File: src/rtl/chain_cmd_pkg.sv
package chain_cmd_pkg;

    localparam int DEV_W  = 5;
    localparam int REG_W  = 6;
    localparam int DAT_W  = 8;
    localparam int CRC_W  = 8;
    localparam int TAIL_W = 3;
    localparam int WORD_W = 32;
    // header = fields plus one zero pad bit, which sits at word bit 11
    localparam int HDR_W  = DEV_W + REG_W + DAT_W + 1 + 1;
    localparam int CNT_W  = $clog2(WORD_W) + 1;

    localparam logic [CRC_W-1:0]  POLY_LO   = 8'h2F;
    localparam logic [TAIL_W-1:0] TAIL_BITS = 3'b010;
    localparam logic [WORD_W-1:0] READ_WORD = 32'hF800030A;

    typedef struct packed {
        logic [DEV_W-1:0] dev;
        logic [REG_W-1:0] regsel;
        logic [DAT_W-1:0] data;
        logic             bcast;
    } cmd_t;

    typedef enum logic [2:0] {
        PH_IDLE,
        PH_LEAD,
        PH_HIGH,
        PH_LOW,
        PH_TRAIL
    } phase_e;

    // remainder of x^n modulo the generator polynomial
    function automatic logic [CRC_W-1:0] xpow_rem(input int n);
        logic [CRC_W-1:0] r;
        r = 8'h01;
        for (int k = 0; k < n; k++) begin
            r = {r[CRC_W-2:0], 1'b0} ^ (r[CRC_W-1] ? POLY_LO : 8'h00);
        end
        return r;
    endfunction

endpackage

File: src/rtl/chain_crc8_rem.sv
module chain_crc8_rem
    import chain_cmd_pkg::*;
#(
    parameter int IN_W = HDR_W
) (
    input  logic [IN_W-1:0]  msg,
    output logic [CRC_W-1:0] rem
);

    logic [CRC_W-1:0] term [IN_W];

    // each message bit contributes a constant: x^i mod P
    for (genvar g = 0; g < IN_W; g++) begin : g_bit
        localparam logic [CRC_W-1:0] KW = xpow_rem(g);
        assign term[g] = msg[g] ? KW : '0;
    end

    always_comb begin
        rem = '0;
        for (int i = 0; i < IN_W; i++) begin
            rem = rem ^ term[i];
        end
    end

endmodule

File: src/rtl/chain_frame_pack.sv
module chain_frame_pack
    import chain_cmd_pkg::*;
(
    input  cmd_t              cmd,
    input  logic              read_only,
    output logic [WORD_W-1:0] word
);

    logic [HDR_W-1:0] hdr;
    logic [CRC_W-1:0] crc;

    assign hdr = {cmd.dev, cmd.regsel, cmd.data, cmd.bcast, 1'b0};

    chain_crc8_rem #(.IN_W(HDR_W)) u_crc (
        .msg (hdr),
        .rem (crc)
    );

    assign word = read_only ? READ_WORD : {hdr, crc, TAIL_BITS};

endmodule

File: src/rtl/chain_sclk_tick.sv
module chain_sclk_tick #(
    parameter int HALF_DIV = 143
) (
    input  logic clk,
    input  logic rst_n,
    input  logic en,
    output logic tick
);

    localparam int TW = (HALF_DIV > 1) ? $clog2(HALF_DIV) : 1;
    localparam logic [TW-1:0] LAST = TW'(HALF_DIV - 1);

    logic [TW-1:0] cnt_d, cnt_q;

    assign tick = en && (cnt_q == LAST);

    always_comb begin
        cnt_d = cnt_q;
        if (!en || tick) begin
            cnt_d = '0;
        end else begin
            cnt_d = cnt_q + 1'b1;
        end
    end

    always_ff @(posedge clk or negedge rst_n) begin
        if (!rst_n) begin
            cnt_q <= '0;
        end else begin
            cnt_q <= cnt_d;
        end
    end

endmodule

File: src/rtl/chain_cmd_spi_tx.sv
module chain_cmd_spi_tx
    import chain_cmd_pkg::*;
#(
    parameter int HALF_DIV = 143
) (
    input  logic             clk,
    input  logic             rst_n,
    input  logic             in_valid,
    output logic             in_ready,
    input  logic             in_read_only,
    input  logic [DEV_W-1:0] in_dev_addr,
    input  logic [REG_W-1:0] in_reg_addr,
    input  logic [DAT_W-1:0] in_data,
    input  logic             in_bcast,
    output logic             spi_sclk,
    output logic             spi_cs_n,
    output logic             spi_mosi,
    output logic             busy,
    output logic             done
);

    typedef struct packed {
        phase_e            ph;
        logic [WORD_W-1:0] sreg;
        logic [CNT_W-1:0]  nfall;
        logic              sclk;
        logic              cs_n;
        logic              busy;
        logic              done;
    } regs_t;

    localparam regs_t RESET_REGS = '{
        ph:    PH_IDLE,
        sreg:  '0,
        nfall: '0,
        sclk:  1'b0,
        cs_n:  1'b1,
        busy:  1'b0,
        done:  1'b0
    };

    regs_t             d, q;
    cmd_t              cmd;
    logic [WORD_W-1:0] word;
    logic              tick;

    assign cmd = '{dev: in_dev_addr, regsel: in_reg_addr, data: in_data, bcast: in_bcast};

    chain_frame_pack u_pack (
        .cmd       (cmd),
        .read_only (in_read_only),
        .word      (word)
    );

    chain_sclk_tick #(.HALF_DIV(HALF_DIV)) u_tick (
        .clk   (clk),
        .rst_n (rst_n),
        .en    (q.ph != PH_IDLE),
        .tick  (tick)
    );

    always_comb begin
        d      = q;
        d.done = 1'b0;
        unique case (q.ph)
            PH_IDLE: begin
                if (in_valid) begin
                    d.ph    = PH_LEAD;
                    d.sreg  = word;
                    d.nfall = '0;
                    d.cs_n  = 1'b0;
                    d.busy  = 1'b1;
                end
            end
            PH_LEAD: begin
                if (tick) begin
                    d.sclk = 1'b1;
                    d.ph   = PH_HIGH;
                end
            end
            PH_HIGH: begin
                if (tick) begin
                    d.sclk  = 1'b0;
                    d.nfall = q.nfall + 1'b1;
                    d.ph    = (q.nfall == CNT_W'(WORD_W - 1)) ? PH_TRAIL : PH_LOW;
                end
            end
            PH_LOW: begin
                if (tick) begin
                    d.sclk = 1'b1;
                    d.sreg = {q.sreg[WORD_W-2:0], 1'b0};
                    d.ph   = PH_HIGH;
                end
            end
            PH_TRAIL: begin
                if (tick) begin
                    d.cs_n = 1'b1;
                    d.busy = 1'b0;
                    d.done = 1'b1;
                    d.sreg = '0;
                    d.ph   = PH_IDLE;
                end
            end
            default: d = RESET_REGS;
        endcase
    end

    always_ff @(posedge clk or negedge rst_n) begin
        if (!rst_n) begin
            q <= RESET_REGS;
        end else begin
            q <= d;
        end
    end

    assign in_ready = (q.ph == PH_IDLE);
    assign spi_sclk = q.sclk;
    assign spi_cs_n = q.cs_n;
    assign spi_mosi = q.sreg[WORD_W-1];
    assign busy     = q.busy;
    assign done     = q.done;

endmodule

File: config.mk
export PLATFORM = sky130hd
export DESIGN_NAME = chain_cmd_spi_tx
export DESIGN_NICKNAME = d
export VERILOG_FILES = /design/src/rtl/chain_cmd_pkg.sv /design/src/rtl/chain_crc8_rem.sv /design/src/rtl/chain_frame_pack.sv /design/src/rtl/chain_sclk_tick.sv /design/src/rtl/chain_cmd_spi_tx.sv
export SDC_FILE = /design/constraint.sdc
export NUM_CORES = 1
export LEC_CHECK = 0
export BUFFER_PORTS_ARGS = -buffer_cell sky130_fd_sc_hd__buf_2
export CAP_MARGIN = 20
export CORE_MARGIN = 2
export CORE_UTILIZATION = 50
export DETAILED_ROUTE_END_ITERATION = 12
export PLACE_DENSITY = 0.69
export SYNTH_ARGS = -nofsm -noshare
export SYNTH_HDL_FRONTEND = slang
export SYNTH_HIERARCHICAL = 1
export SYNTH_SLANG_ARGS = --single-unit
File: constraint.sdc
create_clock -name clk -period 3.2 [get_ports clk]
set_clock_uncertainty 0.2 [all_clocks]
set_input_delay 0.64 -clock clk [delete_from_list [all_inputs] [get_ports clk]]
set_output_delay 0.64 -clock clk [all_outputs]
set_load 0.005 [all_outputs]
Word-level counts from Yosys, hierarchy flattened
Cells that the tools add are included.
{"block": "totals", "regBits": 53, "in_bits": 24, "out_inout_bits": 6, "word_cells": 98}
{"block": "classes", "addsub": 2, "n_eq_ne": 12, "mux": 38, "n_bitwise": 23, "n_reduce_logical": 15}
{"op": "32-bit case mux with 4 select lines", "n": 1}
{"op": "8-bit two-way mux", "n": 10}
{"op": "35-bit two-way mux", "n": 2}
{"op": "8-bit XOR", "n": 8}
{"op": "41-bit two-way mux", "n": 1}
{"op": "7-bit two-way mux", "n": 5}
{"op": "32-bit two-way mux", "n": 1}
{"op": "8-bit by 7-bit XOR with 8-bit output", "n": 3}
{"op": "6-bit two-way mux", "n": 3}
{"op": "6-bit case mux with 3 select lines", "n": 1}
{"op": "8-bit by 6-bit XOR with 8-bit output", "n": 2}
{"op": "3-bit two-way mux", "n": 5}
{"op": "3-bit case mux with 5 select lines", "n": 1}
{"op": "2-bit by 1-bit inequality test with 1-bit output, second input constant", "n": 5}
{"op": "3-bit AND reduction", "n": 3}
{"op": "8-bit by 1-bit adder with 8-bit output, second input constant", "n": 1}
{"op": "8-bit == test, second input constant", "n": 1}
{"op": "7-bit by 8-bit XOR with 8-bit output", "n": 1}
{"op": "6-bit by 7-bit XOR with 7-bit output", "n": 1}
{"op": "6-bit by 1-bit adder with 6-bit output, second input constant", "n": 1}
{"op": "3-bit by 2-bit == test with 1-bit output, second input constant", "n": 2}
{"op": "6-bit by 5-bit == test with 1-bit output, second input constant", "n": 1}
{"op": "2-bit case mux with 3 select lines", "n": 1}
{"op": "2-bit OR reduction", "n": 3}
{"op": "21 further kinds", "n": 27}

Longest topological paths before layout
{"block": "depth", "ltp_word": 23, "depth_mapped": 12, "mapped_depth_nobuf": 9}

Modules after synthesis
Netlist, hierarchy kept.
{"mod": "chain_cmd_spi_tx", "instances": 1, "cells_per_inst": 221, "area_each_um2": 2134.5, "seq_area_each_um2": 1127.3}
{"mod": "chain_sclk_tick", "instances": 1, "cells_per_inst": 42, "area_each_um2": 410.4, "seq_area_each_um2": 200.2}
{"mod": "chain_crc8_rem", "instances": 1, "cells_per_inst": 34, "area_each_um2": 397.9, "seq_area_each_um2": 0.0}
{"mod": "chain_frame_pack", "instances": 1, "cells_per_inst": 36, "area_each_um2": 239.0, "seq_area_each_um2": 0.0}

Worst setup path before layout
No wires, ideal clock.
{"block": "synth_timing", "path_type": "reg-to-reg", "startpoint": "register q[43] in the netlist's numbering", "endpoint": "register q[8] in the netlist's numbering", "setup_time_ns": 0.069, "arrival_ns": 2.475, "required_ns": 2.931, "path_slack_ns": 0.457, "path_stages_with_launch": 11, "path_buffers": 1, "period_less_slack_ns": 2.743, "cell_sequence": "dfrtp_1 or2_4 nor2_2 buf_2 inv_1 inv_1 nor4_1 or2_2 a31oi_2 or4_1 nand3_1"}
{"item": "start: declaration", "line_no": "chain_cmd_spi_tx.sv:42", "text": "regs_t d, q;"}
{"item": "start signal: assignment", "line_no": "chain_cmd_spi_tx.sv:110", "text": "q <= RESET_REGS;"}
{"item": "start signal: assignment", "line_no": "chain_cmd_spi_tx.sv:112", "text": "q <= d;"}
{"item": "3-bit zero test *"}
{"item": "via in_ready", "line_no": "chain_cmd_spi_tx.sv:9", "text": "output logic in_ready,"}
{"item": "2-bit inequality test (no source line)"}
{"item": "3-bit AND reduction (no source line)"}
The timed path passes the listed nets; every way through them passes the cells marked *.
A chain may end at the register's enable or synchronous reset.

Worst setup path after layout
{"block": "layout_timing", "startpoint": "register q[43] in the netlist's numbering", "endpoint": "register q[8] in the netlist's numbering"}
{"block": "layout_via", "elab_chain_cells": 4}
{"item": "3-bit nonzero test", "line_no": "chain_cmd_spi_tx.sv:58", "text": ".en (q.ph != PH_IDLE),"}
{"item": "1-bit logical AND", "line_no": "chain_sclk_tick.sv:15", "text": "assign tick = en && (cnt_q == LAST);"}
{"item": "via tick", "line_no": "chain_cmd_spi_tx.sv:45", "text": "logic tick;"}
{"item": "2-bit by 1-bit inequality test with 1-bit output (no source line)"}
{"item": "3-bit AND reduction (no source line)"}
The timed path passes the listed nets, and every way through them passes these cells.

==> impl_metrics.py <==
metrics = {
    "outcome": {
        "status": "completed",
    },
    "placement": {
        "place_ws_ns": 0.342,
        "port_buffers": 29,
        "globalplace.congestion": 0.796,
        "hpwl_um": 4280,
        "place_area_um2": 3320,
        "placed_cells": 424,
    },
    "worst_setup_path": {
        "startpoint_type": "flop",
        "crit_type": "reg -> reg",
        "arrival_ns": 2.82,
        "rrSetupSlack_ns": 0.43,
        "reg2reg_to": "q[8]",
        "cp.required_ns": 3.25,
        "crit_path_end": "q[8]",
        "end_kind": "flop",
        "crit_start": "q[43]",
        "path_max_fanout": 11,
        "r2r-start": "q[43]",
        "rr_worst_depth": 10,
    },
    "clock_tree": {
        "clkSlewWorstSetupHoldPaths_ns": 0.10,
        "post_cts_buffers": 0,
        "cts_num_sinks": 53,
        "cts_resized": 0,
        "cts_buffers": 5,
        "holdBufCountCts": 0,
        "cts_buffer_depth": 2,
        "cts_tree": "done",
        "clk_latency_ns": 0.31,
        "cts_root_buf": "clkbuf_8",
        "htreeDepth": 2,
    },
    "synth": {
        "avgSynthCellArea_um2": 9.55,
        "synth_edf_count": 0,
        "synth_top_area_share": 0.409,
        "ys_ff_latch": 53,
        "synthCells": 333,
        "synth.distinct_cells": 46,
        "async_flop_share": 1.00,
        "yosys.area.top_type": "dfrtp_1",
        "yosys-top-cells-area": "dfrtp_1 (41%), a22oi_1 (7.3%), xnor2_1 (5.8%)",
        "yosysWarnings": 6,
        "synth_seq_area_share": 0.417,
        "yosys_most_used_dff": "dfrtp_1",
        "netlist_area_um2": 3180,
    },
    "routing": {
        "drt_iter0_markers": 98,
        "ant_nets": 0,
        "drc": 0,
        "postRouteWirelength_um": 6210,
        "num_vias": 2374,
        "via_per_inst": 5.47,
        "post_drt_wl_per_cell_um": 14.3,
        "first_pass_iters": 4,
    },
    "global_routing": {
        "gr-total-overflow": 0,
        "grt_pass1_vias": 2386,
        "antenna_found_initial": 0,
        "track_usage": 0.190,
        "grt_pass1_wl_um": 11000,
        "grt_max_degree": 65,
    },
    "sta": {
        "final_max_slew_viol_count": 0,
        "period_minus_slack_ns": 2.77,
        "setup_tns_ns": 0,
        "finalCritPeriodShare": 0.864,
        "worst_slew_pin_slew_ns": 0.566,
        "maxSlewHeadroom": 0.620,
        "holdWs_ns": 0.0632,
        "grt_setup_unrepaired": "false",
        "fin_ws_ns": 0.434,
        "hold_viol": 0,
        "setup_viol": 0,
        "fmax_ghz": 0.362,
    },
    "power": {
        "vdd_drop_max_v": 0.000406,
        "power_mw": 1.76,
        "power_density_nw_per_um2": 503,
        "p_leak_nw": 1.49,
    },
    "cells_and_area": {
        "final_area_um2": 3500,
        "final_util": 0.560,
        "stdcell_count": 434,
        "area_delta_synth_final_pct": 9.87,
        "drive_gt1_frac": 0.157,
        "fin_nets": 383,
        "antenna_cells": 0,
    },
    "die": {
        "start_util": 0.510,
        "dieArea_um2": 7020,
        "die_h_um": 83.8,
        "io-pin-count": 30,
        "row_count": 29,
        "die_w_um": 83.8,
        "coreArea_um2": 6240,
    },
    "flow_run": {
        "max_cap_violations": 0,
    },
    "min_path": {
        "hold_class": "in -> async",
    },
}
Yosys cell counts, types with 2 or more instances:
cell type,number
a21oi_1,8
a22oi_1,31
a31oi_1,2
and2b_1,6
and3_1,3
buf_2,7
buf_4,7
buf_6,6
clkbuf_1,4
conb_1,2
dfrtp_1,52
ha_1,3
inv_1,7
nand2_1,45
nand2b_1,2
nand3_1,10
nor2_1,7
nor2b_1,14
o21ai_0,17
o21ai_1,32
o31ai_1,2
or2_1,8
or3_1,3
or3b_1,2
xnor2_1,21
xnor3_1,6
xor2_1,7
critical path: stages (launching register included):
cell	delay, ns
dfrtp_1	0.51
or2_4	0.20
nor2_2	0.04
inv_1	0.06
inv_1	0.09
nor4_2	0.46
buf_4	0.26
or2_2	0.13
a31oi_2	0.17
or4_1	0.50
nand3_1	0.09
layer usage:
metal  routed length (µm)  global-route usage  vias to the layer above  part of all wire
met1                 2910               0.260                     1122              0.47
li1                     -                   -                     1195                 -
met3                  208              0.0297                       12             0.034
met5                    0                   0                        -                 0
met2                 2990               0.313                       45              0.48
met4                   97              0.0601                        0             0.016
registers in the layout, summed over array words and instances (netlist names):
register      count
spi_cs_n          1
done              1
q                40
u_tick/cnt_q      8
spi_mosi          1
spi_sclk          1
busy              1
cell usage in the layout, fill, tap and decap left out, types with 3 or more instances in the layout:
cell      netlist  routed
a21oi_1         8       8
or2_1           8       8
ha_1            3       3
and3_1          3       3
nor2_1          7       7
o21ai_1        32      32
dfrtp_1        52      52
xor2_1          7       7
conb_1          2       5
a22oi_1        31      31
or3_1           3       3
xnor2_1        21      21
nand3_1        10      10
buf_4           7       6
clkbuf_8        0       5
xnor3_1         6       6
nand2_1        45      45
inv_1           7       7
nor2b_1        14      14
buf_2           7      29
and2b_1         6       6
o21ai_0        17      17
worst min path at each step:
stage	start	end	depth (start not counted)
after floorplan	rst_n	busy	0
after global placement	spi_mosi	spi_mosi	2
after detailed placement	spi_mosi	spi_mosi	2
after CTS	rst_n	q[30]	1
after global routing	rst_n	q[42]	1
final	rst_n	q[30]	1
area by class of cell:
type / instances / area, µm²
Fill cell: 577 / 2750
Multi-Input combinational cell: 252 / 1680
Sequential cell: 53 / 1330
Timing Repair Buffer: 37 / 233
Tap cell: 77 / 96.3
Clock buffer: 5 / 68.8
Clock inverter: 3 / 68.8
Inverter: 7 / 26.3
where the power goes:
group | switching, mW | internal, mW | total (mW)
clock network | 0.237 | 0.315 | 0.552
registers | 0.0903 | 0.757 | 0.847
logic | 0.176 | 0.183 | 0.358
total | 0.503 | 1.25 | 1.76
cells by family after synthesis:
family,synth area share
simple gates,0.189
xor+xnor,0.128
flops,0.417
compound gates,0.187
mux,0.00315
other cells,0.00236
buf+inv,0.0617
fa+ha+maj,0.0118
(Power assumes the default switching activity.)
